$ cat config.mk
export PLATFORM = sky130hd
export DESIGN_NAME = byte_serializer
export DESIGN_NICKNAME = d
export VERILOG_FILES = /design/src/rtl/ser_pkg.sv /design/src/rtl/ser_shreg.sv /design/src/rtl/ser_ctrl.sv /design/src/rtl/byte_serializer.sv
export SDC_FILE = /design/constraint.sdc
export NUM_CORES = 1
export LEC_CHECK = 0
export ABC_CLOCK_PERIOD_IN_PS = 2200
export BUFFER_PORTS_ARGS = -buffer_cell sky130_fd_sc_hd__buf_2
export CAP_MARGIN = 15
export CORE_MARGIN = 2
export CORE_UTILIZATION = 30
export DETAILED_ROUTE_END_ITERATION = 10
export SYNTH_ARGS = -nofsm -noshare
export SYNTH_HDL_FRONTEND = slang
export SYNTH_SLANG_ARGS = --single-unit
export TNS_END_PERCENT = 20
$ cat constraint.sdc
create_clock -name clk -period 2.2 [get_ports clk]
set_input_delay 0 -clock clk [delete_from_list [all_inputs] [get_ports clk]]
set_output_delay 0 -clock clk [all_outputs]
set_load 0.03 [all_outputs]
$ cat src/rtl/ser_pkg.sv
package ser_pkg;
    typedef enum logic [1:0] {
        ST_IDLE  = 2'd0,
        ST_FIRST = 2'd1,
        ST_MID   = 2'd2,
        ST_LAST  = 2'd3
    } ser_state_t;
endpackage

$ cat src/rtl/ser_shreg.sv
module ser_shreg #(
    parameter int W = 8
) (
    input  logic         clk,
    input  logic         rst,
    input  logic         load,
    input  logic         shift,
    input  logic [W-1:0] din,
    output logic         lsb
);
    logic [W-1:0] q;

    always_ff @(posedge clk) begin
        if (rst)        q <= '0;
        else if (load)  q <= din;
        else if (shift) q <= {1'b0, q[W-1:1]};
    end

    assign lsb = q[0];
endmodule

$ cat src/rtl/ser_ctrl.sv
module ser_ctrl
    import ser_pkg::*;
#(
    parameter int BITS = 8
) (
    input  logic clk,
    input  logic rst,
    input  logic fifo_empty,
    input  logic link_ready,
    output logic load,
    output logic shift,
    output logic pop,
    output logic valid
);
    localparam int IDX_W    = $clog2(BITS);
    localparam int LAST_MID = BITS - 2;

    ser_state_t       state_q, state_d;
    logic [IDX_W-1:0] idx_q, idx_d;

    // next-state logic
    always_comb begin
        state_d = state_q;
        idx_d   = idx_q;
        unique case (state_q)
            ST_IDLE: begin
                if (!fifo_empty) state_d = ST_FIRST;
            end
            ST_FIRST: begin
                if (link_ready) begin
                    state_d = ST_MID;
                    idx_d   = IDX_W'(1);
                end
            end
            ST_MID: begin
                if (link_ready) begin
                    idx_d = idx_q + IDX_W'(1);
                    if (idx_q == IDX_W'(LAST_MID)) state_d = ST_LAST;
                end
            end
            ST_LAST: begin
                if (link_ready) state_d = fifo_empty ? ST_IDLE : ST_FIRST;
            end
        endcase
    end

    // state register
    always_ff @(posedge clk) begin
        if (rst) begin
            state_q <= ST_IDLE;
            idx_q   <= '0;
        end else begin
            state_q <= state_d;
            idx_q   <= idx_d;
        end
    end

    // outputs
    always_comb begin
        load  = 1'b0;
        shift = 1'b0;
        pop   = 1'b0;
        valid = 1'b1;
        unique case (state_q)
            ST_IDLE: begin
                valid = 1'b0;
                load  = !fifo_empty;
            end
            ST_FIRST: begin
                shift = link_ready;
                pop   = link_ready && !fifo_empty;
            end
            ST_MID: begin
                shift = link_ready;
            end
            ST_LAST: begin
                load  = link_ready && !fifo_empty;
                shift = link_ready && fifo_empty;
            end
        endcase
    end
endmodule

$ cat src/rtl/byte_serializer.sv
module byte_serializer #(
    parameter int DATA_W = 8
) (
    input  logic              clk,
    input  logic              rst,
    input  logic [DATA_W-1:0] fifo_data,
    input  logic              fifo_empty,
    output logic              fifo_pop,
    input  logic              link_ready,
    output logic              ser_data,
    output logic              ser_valid
);
    logic do_load, do_shift;

    ser_ctrl #(.BITS(DATA_W)) u_ctrl (
        .clk       (clk),
        .rst       (rst),
        .fifo_empty(fifo_empty),
        .link_ready(link_ready),
        .load      (do_load),
        .shift     (do_shift),
        .pop       (fifo_pop),
        .valid     (ser_valid)
    );

    ser_shreg #(.W(DATA_W)) u_shreg (
        .clk  (clk),
        .rst  (rst),
        .load (do_load),
        .shift(do_shift),
        .din  (fifo_data),
        .lsb  (ser_data)
    );
endmodule

==> impl_metrics.csv <==
group,metric,value,unit
sta,period_needed,1.91,ns
cells_and_area,area_delta_synth_final,15.5,%
worst_hold_path,hp-class,"in -> reg",
logic_synthesis,yosysTopAreaCellShare,31.9,%
drt,avgViaCountPerCell,5.40,
sta,hold_viol,0,
cells_and_area,final_area,942,um^2
drt,first_pass_iters,4,
grt,grt_start_max_net_pins,16,
sta,finalSetupViolations,0,
placement,hpwl,1340,um
logic_synthesis,ys_warn_count,0,
floorplan,placementRows,18,
floorplan,start_util,32.3,%
clock_network,cts-root-buf,"clkbuf_4",
worst_setup_path,cp.arrival,2.08,ns
clock_network,cts_buffer_depth,2,
worst_setup_path,worstSetupEndpointType,"register",
grt,grt_pass1_vias,663,
sta,fmax,522,MHz
power,power_density,1330,nW/um^2
clock_network,hold_buffers,0,
placement,gp_congestion,0.719,
clock_network,cts_max_level,1,
cells_and_area,num_antenna_cells,0,
floorplan,io_pins,15,
sta,relSlewSlack,65.1,%
clock_network,path_clk_slew,0.08,ns
sta,setup-tns-final,0,ns
grt,grt_pass1_wl,3120,um
power,p_leak,0.000382,uW
worst_hold_path,holdPathEnd,"u_ctrl.idx_q[1]$_SDFFE_PP0P_",
worst_hold_path,hp-start,"rst",
clock_network,ctsResizeCount,0,
power,swShare,46.2,%
sta,fin_crit_sh,87.0,%
floorplan,fp.coreArea,2520,um^2
clock_network,cts_made_buffers,3,
logic_synthesis,synth.area.top_cells,"dfxtp_1 (32%), ha_1 (14%), a311oi_1 (7.5%)",
sta,final_max_slew_viol_count,0,
sta,finClkSkew,0.00710,ns
worst_setup_path,startpoint_type,"register",
sta,tightest_slew,0.524,ns
cells_and_area,nFillCells,274,
logic_synthesis,synth_area_leader_cell,"dfxtp_1",
drt,ant_nets,0,
worst_setup_path,reg2reg_slack,0.29,ns
clock_network,insertion_delay,0.27,ns
floorplan,die-height,56.1,um
logic_synthesis,synth_nets,114,
clock_network,cts_sinks,13,
logic_synthesis,syn-cell-area,816,um^2
power,internal_power,675,uW
worst_setup_path,reg2reg_from,"u_ctrl.state_q[1]$_SDFFE_PP0P_",
power,seqPwrFrac,30.9,%
floorplan,fp.dieArea,3150,um^2
logic_synthesis,yosysSeqAreaShare,31.9,%
power,ir_drop,0.547,mV
worst_hold_path,hold_depth,2,
logic_synthesis,netlist_instances,93,
drt,routed_wl,1850,um
worst_setup_path,cp.required,2.37,ns
clock_network,cts_tree,"yes",
logic_synthesis,syn_avg_cell_area,8.77,um^2
worst_setup_path,ff2ff_path_depth,5,
cells_and_area,layout.nets,132,
cells_and_area,drive_gt1_share,20.9,%
drt,drt_iter0_drc,24,
grt,antenna_found_initial,0,
job,maxCapViolCount,0,
placement,portBuffers,14,
placement,post_dp_cell_area,916,um^2
power,switchingPower,579,uW
floorplan,die_w,56.1,um
grt,track_usage,12.5,%
drt,drc,0,
sta,rsz0062_at_grt,"false",
logic_synthesis,ys_ff_latch,13,
worst_setup_path,path_class,"reg -> reg",
power,pwr-share-comb,57.4,%
run_status,outcome,"completed",
worst_setup_path,cp_max_fo,7,
grt,overflow,0,
clock_network,post_cts_buffers,0,
logic_synthesis,yosys.cell_types.count,31,
drt,wl_per_cell,13.2,um
power,clock_power_share,11.7,%
worst_setup_path,reg2reg_to,"u_shreg.q[0]$_SDFFE_PP0P_",
drt,vias,756,
## through the flow
stage / utilization (%) / std cells / power, uW / setup slack [ns] / hold WS, ns
after floorplan: - / 93 / 920 / 0.414 / 0.0721
after global placement: 36.3 / 136 / 1090 / 0.396 / 0.370
after detailed placement: 36.3 / 136 / 1100 / 0.314 / 0.373
after CTS: 37.4 / 140 / 1250 / 0.294 / 0.0829
after global routing: 37.4 / 140 / 1370 / 0.116 / 0.0985
final: 37.4 / 140 / 1250 / 0.285 / 0.0883
## synth_stat cells, drive strengths merged
library cell and count:
a21boi 1, a21oi 6, ha 9, mux2 1
o21a 1, nor2b 2, o32ai 1, o21ai 9
clkbuf 2, nand3 7, inv 5, or3 1
o221ai 1, nand3b 1, or2 2, a311oi 7
nor3 7, a221o 1, dfxtp 13, nand2 2
mux2i 1, buf 2, a21o 1, nor2 1
nand2b 3, or3b 1, nand4b 1, a211oi 2
and3 1, or2b 1
## metal layers
layer	track usage, %	vias to the layer above	share of wire (%)
met3	3.26	2	4.6
met1	17.3	351	51
met4	5.10	0	1.5
li1	-	384	-
met2	18.2	19	43
met5	0	-	0
## state kept, by name, indices dropped and copies added (netlist names)
name,count
u_ctrl.state_q,2
u_shreg.q,8
u_ctrl.idx_q,3
## critical path: stages (launching register included)
cell,delay (ns)
dfxtp_1,0.46
inv_1,0.12
ha_1,0.33
or2_0,0.28
or2_1,0.35
a311oi_1,0.27
## cells in the final DEF (no fill, tap or decap), types with 2 or more instances in the layout
| cell type | netlist | final |
|---|---|---|
| dfxtp_1 | 13 | 13 |
| clkbuf_4 | 0 | 3 |
| nor3_1 | 7 | 7 |
| buf_4 | 0 | 3 |
| buf_2 | 0 | 14 |
| nand3_1 | 7 | 7 |
| o21ai_0 | 9 | 9 |
| a311oi_1 | 7 | 7 |
| inv_1 | 5 | 5 |
| ha_1 | 9 | 9 |
| nand2_1 | 2 | 2 |
| a211oi_1 | 2 | 2 |
| nand2b_1 | 3 | 3 |
| a21oi_1 | 6 | 6 |
| nor2b_1 | 2 | 2 |
## final cells by class
type	count	area, um^2	share of cell area, %
multi-input cells	71	507	53.8
inverters	5	18.8	1.99
flip-flops and latches	13	260	27.6
well taps	30	37.5	3.98
repair buffers	17	92.6	9.83
clock buffers	4	26.3	2.79
## worst max path at each step
stage                                         from  cells past startpoint                             end  slack (ns)
floorplan           u_ctrl.state_q[1]$_SDFFE_PP0P_                      7       u_shreg.q[0]$_SDFFE_PP0P_        0.41
global placement    u_ctrl.state_q[0]$_SDFFE_PP0P_                      5  u_ctrl.state_q[0]$_SDFFE_PP0P_        0.40
detailed placement  u_ctrl.state_q[0]$_SDFFE_PP0P_                      5  u_ctrl.state_q[0]$_SDFFE_PP0P_        0.31
CTS                 u_ctrl.state_q[0]$_SDFFE_PP0P_                      5  u_ctrl.state_q[0]$_SDFFE_PP0P_        0.29
global route        u_ctrl.state_q[1]$_SDFFE_PP0P_                      5       u_shreg.q[2]$_SDFFE_PP0P_        0.12
finish              u_ctrl.state_q[1]$_SDFFE_PP0P_                      5       u_shreg.q[0]$_SDFFE_PP0P_        0.29
## cell families after synthesis
kind of cell	after synthesis	synth area share [%]
mux	2	2.61
flops	13	31.9
simple gates	30	21.0
compound gates	30	24.7
fa+ha+maj	9	13.8
buf+inv	9	5.98
## power groups by stage
stage | combinational [uW] | sequential, uW | clock, uW
2_1_floorplan | 530 | 390 | 0
3_3_place_gp | 701 | 385 | 0
3_5_place_dp | 715 | 389 | 0
4_1_cts | 716 | 385 | 152
5_1_grt | 808 | 397 | 169
6_report | 720 | 387 | 147
(Power assumes the default switching activity.)
